<file path="src/rtl/csteer_pkg.sv">
package csteer_pkg;
  localparam int NUM_GAINS = 4;
  localparam int SEL_W     = $clog2(NUM_GAINS);

  localparam logic [2:0] MODE_OFF   = 3'b000;
  localparam logic [2:0] MODE_PROG  = 3'b001;
  localparam logic [2:0] MODE_FIELD = 3'b010;

  // Map the three parities onto a slot index for the given mode.
  function automatic logic [SEL_W-1:0] pick_sel(input logic [2:0] mode,
                                                 input logic pix,
                                                 input logic line,
                                                 input logic field);
    logic [SEL_W-1:0] s;
    case (mode)
      MODE_PROG:  s = {line, pix};
      MODE_FIELD: s = {field, pix};
      default:    s = '0;
    endcase
    return s;
  endfunction
endpackage

</file>
<file path="src/rtl/csteer_edge.sv">
module csteer_edge #(
  parameter int N = 2
) (
  input  logic         clk,
  input  logic         rst_n,
  input  logic [N-1:0] lvl,
  output logic [N-1:0] rise
);
  logic [N-1:0] lvl_q;

  always_ff @(posedge clk) begin
    if (!rst_n) lvl_q <= '0;
    else        lvl_q <= lvl;
  end

  assign rise = lvl & ~lvl_q;
endmodule

</file>
<file path="src/rtl/csteer_parity.sv">
module csteer_parity (
  input  logic clk,
  input  logic rst_n,
  input  logic pix_valid,
  input  logic hd_rise,
  input  logic vd_rise,
  output logic pix_now,
  output logic line_now,
  output logic field_now
);
  logic pix_q, line_q, field_q;

  // Parities that apply to a pixel arriving in the current cycle.
  always_comb begin
    pix_now   = (hd_rise || vd_rise) ? 1'b0 : pix_q;
    line_now  = vd_rise ? 1'b0 : (hd_rise ? ~line_q : line_q);
    field_now = vd_rise ? ~field_q : field_q;
  end

  always_ff @(posedge clk) begin
    if (!rst_n) begin
      pix_q   <= 1'b0;
      line_q  <= 1'b0;
      field_q <= 1'b1;
    end else begin
      pix_q   <= pix_now ^ pix_valid;
      line_q  <= line_now;
      field_q <= field_now;
    end
  end

  // idle cycles without sync edges keep pixel parity
  a_r5_idle_hold: assert property (@(posedge clk) disable iff (!rst_n)
    (!pix_valid && !hd_rise && !vd_rise) |=> $stable(pix_q));

  // vertical edge leaves line 0 in place
  a_r6_vd_line0: assert property (@(posedge clk) disable iff (!rst_n)
    vd_rise |=> (line_q == 1'b0));

  // lone horizontal edge flips line parity
  a_r6_hd_flip: assert property (@(posedge clk) disable iff (!rst_n)
    (hd_rise && !vd_rise) |=> (line_q != $past(line_q)));

  // field parity moves only on a vertical edge
  a_r3_field_hold: assert property (@(posedge clk) disable iff (!rst_n)
    !vd_rise |=> $stable(field_q));

  a_r3_field_flip: assert property (@(posedge clk) disable iff (!rst_n)
    vd_rise |=> (field_q != $past(field_q)));
endmodule

</file>
<file path="src/rtl/csteer_gainbank.sv">
module csteer_gainbank
  import csteer_pkg::*;
#(
  parameter int GAIN_W = 6
) (
  input  logic              clk,
  input  logic              rst_n,
  input  logic              wr_en,
  input  logic [SEL_W-1:0]  wr_addr,
  input  logic [GAIN_W-1:0] wr_data,
  input  logic              load,
  input  logic [SEL_W-1:0]  rd_sel,
  output logic [GAIN_W-1:0] rd_code
);
  logic [GAIN_W-1:0] stage_q [NUM_GAINS];
  logic [GAIN_W-1:0] live_q  [NUM_GAINS];

  always_ff @(posedge clk) begin
    if (!rst_n) begin
      for (int i = 0; i < NUM_GAINS; i++) begin
        stage_q[i] <= '0;
        live_q[i]  <= '0;
      end
    end else begin
      for (int i = 0; i < NUM_GAINS; i++) begin
        if (wr_en && (wr_addr == SEL_W'(i))) stage_q[i] <= wr_data;
        if (load) live_q[i] <= stage_q[i];
      end
    end
  end

  // A pixel on the load cycle already sees the staged values.
  assign rd_code = load ? stage_q[rd_sel] : live_q[rd_sel];

  for (genvar g = 0; g < NUM_GAINS; g++) begin : g_chk
    // live slot frozen between line boundaries
    a_r7_live_hold: assert property (@(posedge clk) disable iff (!rst_n)
      !load |=> $stable(live_q[g]));
    // boundary copies staging as it stood before the edge cycle's write
    a_r7_load_copy: assert property (@(posedge clk) disable iff (!rst_n)
      load |=> (live_q[g] == $past(stage_q[g])));
  end
endmodule

</file>
<file path="src/rtl/color_gain_steer.sv">
module color_gain_steer
  import csteer_pkg::*;
#(
  parameter int GAIN_W = 6
) (
  input  logic              clk,
  input  logic              rst_n,
  input  logic              pix_valid,
  input  logic              hd,
  input  logic              vd,
  input  logic [2:0]        mode,
  input  logic              wr_en,
  input  logic [SEL_W-1:0]  wr_addr,
  input  logic [GAIN_W-1:0] wr_data,
  output logic              gain_valid,
  output logic [GAIN_W-1:0] gain_code,
  output logic [SEL_W-1:0]  gain_sel
);
  logic [1:0]        rise;
  logic              hd_rise, vd_rise;
  logic              pix_now, line_now, field_now;
  logic [SEL_W-1:0]  sel_now;
  logic [GAIN_W-1:0] code_now;

  csteer_edge #(.N(2)) u_edge (
    .clk  (clk),
    .rst_n(rst_n),
    .lvl  ({vd, hd}),
    .rise (rise)
  );
  assign hd_rise = rise[0];
  assign vd_rise = rise[1];

  csteer_parity u_parity (
    .clk      (clk),
    .rst_n    (rst_n),
    .pix_valid(pix_valid),
    .hd_rise  (hd_rise),
    .vd_rise  (vd_rise),
    .pix_now  (pix_now),
    .line_now (line_now),
    .field_now(field_now)
  );

  assign sel_now = pick_sel(mode, pix_now, line_now, field_now);

  csteer_gainbank #(.GAIN_W(GAIN_W)) u_bank (
    .clk    (clk),
    .rst_n  (rst_n),
    .wr_en  (wr_en),
    .wr_addr(wr_addr),
    .wr_data(wr_data),
    .load   (hd_rise),
    .rd_sel (sel_now),
    .rd_code(code_now)
  );

  always_ff @(posedge clk) begin
    if (!rst_n) begin
      gain_valid <= 1'b0;
      gain_sel   <= '0;
      gain_code  <= '0;
    end else begin
      gain_valid <= pix_valid;
      if (pix_valid) begin
        gain_sel  <= sel_now;
        gain_code <= code_now;
      end
    end
  end

  // steering off or reserved codes force slot 0
  a_r4_off_slot0: assert property (@(posedge clk) disable iff (!rst_n)
    (pix_valid && mode != MODE_PROG && mode != MODE_FIELD) |=> (gain_sel == '0));

  // a pixel sharing a cycle with a sync edge is even
  a_r5_edge_even: assert property (@(posedge clk) disable iff (!rst_n)
    (pix_valid && (hd_rise || vd_rise)) |=> !gain_sel[0]);

  // mosaic frame starts on slot 0
  a_r2_frame_start: assert property (@(posedge clk) disable iff (!rst_n)
    (pix_valid && vd_rise && mode == MODE_PROG) |=> (gain_sel == '0));

  // results hold while no pixel is accepted
  a_r8_hold: assert property (@(posedge clk) disable iff (!rst_n)
    !pix_valid |=> ($stable(gain_sel) && $stable(gain_code)));
endmodule

</file>
<file path="config.mk">
export PLATFORM = sky130hd
export DESIGN_NAME = color_gain_steer
export DESIGN_NICKNAME = d
export VERILOG_FILES = /design/src/rtl/csteer_pkg.sv /design/src/rtl/csteer_edge.sv /design/src/rtl/csteer_parity.sv /design/src/rtl/csteer_gainbank.sv /design/src/rtl/color_gain_steer.sv
export SDC_FILE = /design/constraint.sdc
export NUM_CORES = 1
export LEC_CHECK = 0
export ABC_AREA = 1
export BUFFER_PORTS_ARGS = -buffer_cell sky130_fd_sc_hd__buf_4
export CAP_MARGIN = 0
export CORE_MARGIN = 4
export CORE_UTILIZATION = 59
export CTS_CLUSTER_DIAMETER = 80
export CTS_CLUSTER_SIZE = 16
export DETAILED_ROUTE_END_ITERATION = 16
export HOLD_SLACK_MARGIN = 0.1
export PLACE_DENSITY = 0.8
export RECOVER_POWER = 100
export SKIP_LAST_GASP = 1
export SLEW_MARGIN = 20
export SYNTH_ARGS = -nofsm -noshare
export SYNTH_HDL_FRONTEND = slang
export SYNTH_HIERARCHICAL = 1
export SYNTH_SLANG_ARGS = --single-unit
</file>
<file path="constraint.sdc">
create_clock -name clk -period 2.41 [get_ports clk]
set_input_delay 0 -clock clk [delete_from_list [all_inputs] [get_ports clk]]
set_output_delay 0 -clock clk [all_outputs]
set_load 0.01 [all_outputs]
</file>
==> reports/qor.csv <==
stage,metric,value,unit
synthesis,avgSynthCellArea,8.25,µm²
placed_design,dpl.hpwl,3980,µm
sta,worst_slew_pin_slew,1.03,ns
cts,clkLatencyLatePin,0.34,ns
routing,wl,6370,µm
worst_setup_path,regToRegSetupSlack,0.22,ns
routing,wl_per_cell,13.3,µm
synthesis,synth.distinct_cells,18,
synthesis,netlist_area,0.00299,mm²
synthesis,ys_ff_latch,62,
worst_setup_path,worstSetupPathType,primary input to flip-flop,
hold_path,min_path_type,primary input to flip-flop,
worst_setup_path,worstSetupEndpointType,flip-flop,
worst_setup_path,crit_chain,"dlygate4sd3_1, buf_4, inv_1, nor2_2, nor3b_1, nand4_1, dlygate4sd3_1, nand3_1, dlygate4sd3_1, nand2_1, inv_1",
worst_setup_path,critPathBufInv,6,
grt,grt.busiest_layer,met2,
cts,numCtsBuffers,9,
sta,maxSlewHeadroom,31.4,%
floorplanning,die_area,0.00626,mm²
cells_and_area,layout_common_cells,"nand2_1, inv_1, nor2_1",
sta,max_freq,446,MHz
placed_design,place_congestion,0.842,
synthesis,yosysSeqAreaShare,57.6,%
pwr,powerDensity,737,mW/mm²
grt,grt_use_met2,39.0,%
cts,h-tree-depth,3,
cts,clk_pin_slew,0.07,ns
synthesis,synthAdderAreaFrac,0,%
cts,clock-sinks,62,
synthesis,syn-num-nets,379,
grt,globalRouteTotalUtil,23.1,%
grt,grt_start_max_net_pins,25,
grt,overflow,0,
floorplanning,die_y,79.2,µm
worst_setup_path,cp_data_arrival_time,2.53,ns
grt,grt_use_met3,6.24,%
worst_setup_path,critPathTopFamily,buffers and inverters,
pwr,leakagePower,0.00172,µW
sta,slew_violations,0,
floorplanning,floorplan.rows,25,
routing,firstDrtPassIters,5,
floorplanning,ioPinCount,26,
synthesis,synthSimpleGateAreaFrac,28.6,%
cells_and_area,design_area,0.00356,mm²
worst_setup_path,crit_required,2.70,ns
synthesis,synthCells,362,
floorplanning,fp.coreArea,0.00482,mm²
placed_design,portBuffers,25,
worst_setup_path,cp_max_fo,4,
grt,grt_use_met1,27.5,%
synthesis,synth_compound_area_share,1.17,%
worst_setup_path,cp-start-kind,primary input,
routing,drt_iter0_markers,222,
sta,setup_viol,0,
sta,rsz0062_at_grt,false,
routing,ant_nets,0,
cells_and_area,drive_above_1_share,8.74,%
cts,root_buffer,clkbuf_8,
worst_setup_path,critPathMostFrequentCell,dlygate4sd3_1,
cts,cts_tree,done,
floorplanning,initial_core_util,62.0,%
synthesis,synth_top_family_by_area,simple AND/OR/NAND/NOR gates,
pwr,ir_drop,701,µV
worst_setup_path,critPathMaxStageDelay,0.58,ns
synthesis,synth_xor_area_share,0.293,%
cells_and_area,area_growth,19.1,%
routing,vias,2365,
cts,clockBufferDepth,2,
synthesis,synth.area.mux_share,0,%
placed_design,placed_area,0.00320,mm²
routing,avgViaCountPerCell,4.94,
grt,grt_pass1_vias,2357,
job,cap_violations,0,
cells_and_area,final_common_cell,nand2_1,
grt,antenna_found_initial,0,
sta,setup-tns-final,0,ns
worst_setup_path,cpMaxStageDelayCell,dlygate4sd3_1,
floorplanning,fp.dieW,79.2,µm
sta,finClkSkew,0.0119,ns
cells_and_area,fin_nets,424,
outcome,status,"complete, no violations",
routing,drc,0,
cells_and_area,diodes,0,
sta,hold_viol_final,0,
synthesis,yosysWarnings,6,
sta,period_minus_slack,2.24,ns
sta,fin_crit_sh,92.9,%
grt,grt_pass1_wl,10800,µm
registers in the layout (all words and copies together), names as in the netlist:
register,cells
u_edge/lvl_q,2
u_bank/stage_q,24
u_bank/live_q,24
gain_sel,2
u_parity/field_q,1
u_parity/line_q,1
gain_code,6
gain_valid,1
u_parity/pix_q,1
cell families (layout without fill, tap and decap cells):
kind of cell,Yosys count,in the layout
AOI/OAI and AO/OA,7,7
xor gates and xnor gates,1,1
DFF,62,62
and+or+nand+nor,207,207
buffers and inverters,85,135
worst register-to-register path, cell delays in order, from the launching register on:
cell      delay (ns)
dfxtp_1         0.31
nor2_1          0.27
clkbuf_1        0.42
inv_1           0.27
nand2_1         0.13
clkbuf_1        0.42
area by class of cell:
| cell class | count | area, µm² |
|---|---|---|
| well taps | 67 | 83.8 |
| flip-flops and latches | 62 | 1720 |
| clock inverters | 5 | 97.6 |
| multi-input cells | 215 | 892 |
| inverters | 72 | 273 |
| repair buffers | 47 | 348 |
| fillers | 365 | 1260 |
| clock buffers | 11 | 141 |
cells in the mapped netlist:
master,instances,share of area [%]
nand2_1,95,12
inv_1,69,8.7
nor2_1,67,8.4
edfxtp_1,48,48
nand3_1,31,5.2
dfxtp_1,14,9.4
nand4_1,8,1.7
buf_2,7,1.2
o21ai_0,6,1.0
buf_6,4,1.5
nor2_2,3,0.63
buf_4,2,0.50
inv_2,2,0.25
nor3b_1,2,0.50
a21oi_1,1,0.17
inv_4,1,0.21
nand2_2,1,0.21
xor2_1,1,0.29
path summary, 6_finish.rpt:
path                          to  cells past startpoint             from
min reg2reg         gain_code[5]                      2     gain_code[5]
max                  gain_sel[0]                     11               vd
max reg2reg  u_bank/live_q[1][2]                      5  u_edge/lvl_q[0]
min                  gain_sel[1]                      6          mode[2]
routing by layer:
layer	vias up	share of wire [%]
li1	1207	-
met5	-	0
met4	0	2.9
met1	1064	41
met3	19	5.6
met2	75	50
stage by stage:
stage	setup slack [ns]	std cells	hold WS, ns	util (%)	total power [µW]
finish	0.170	479	0.141	73.8	2620
global route	0.0536	479	0.172	73.8	2730
CTS	0.221	479	0.101	74.9	2650
detailed placement	0.547	446	0.191	66.4	1530
global placement	0.626	446	0.189	66.4	1530
floorplan	0.739	362	0.0687	-	1440
report_power, final:
| group | internal, µW | switching [µW] |
|---|---|---|
| combinational | 97.5 | 172 |
| sequential | 1230 | 26.3 |
| clock | 709 | 387 |
what timing repair did:
| item | in CTS | in global routing |
|---|---|---|
| hold buffers | 17 | 0 |
| hold endpoints to repair | 38 | 0 |
| buffers inserted | 0 | 0 |
| endpoints found under the setup margin | 0 | 0 |
| gates resized for setup | 0 | 0 |
Note: power is estimated with default switching activity, not from simulation.
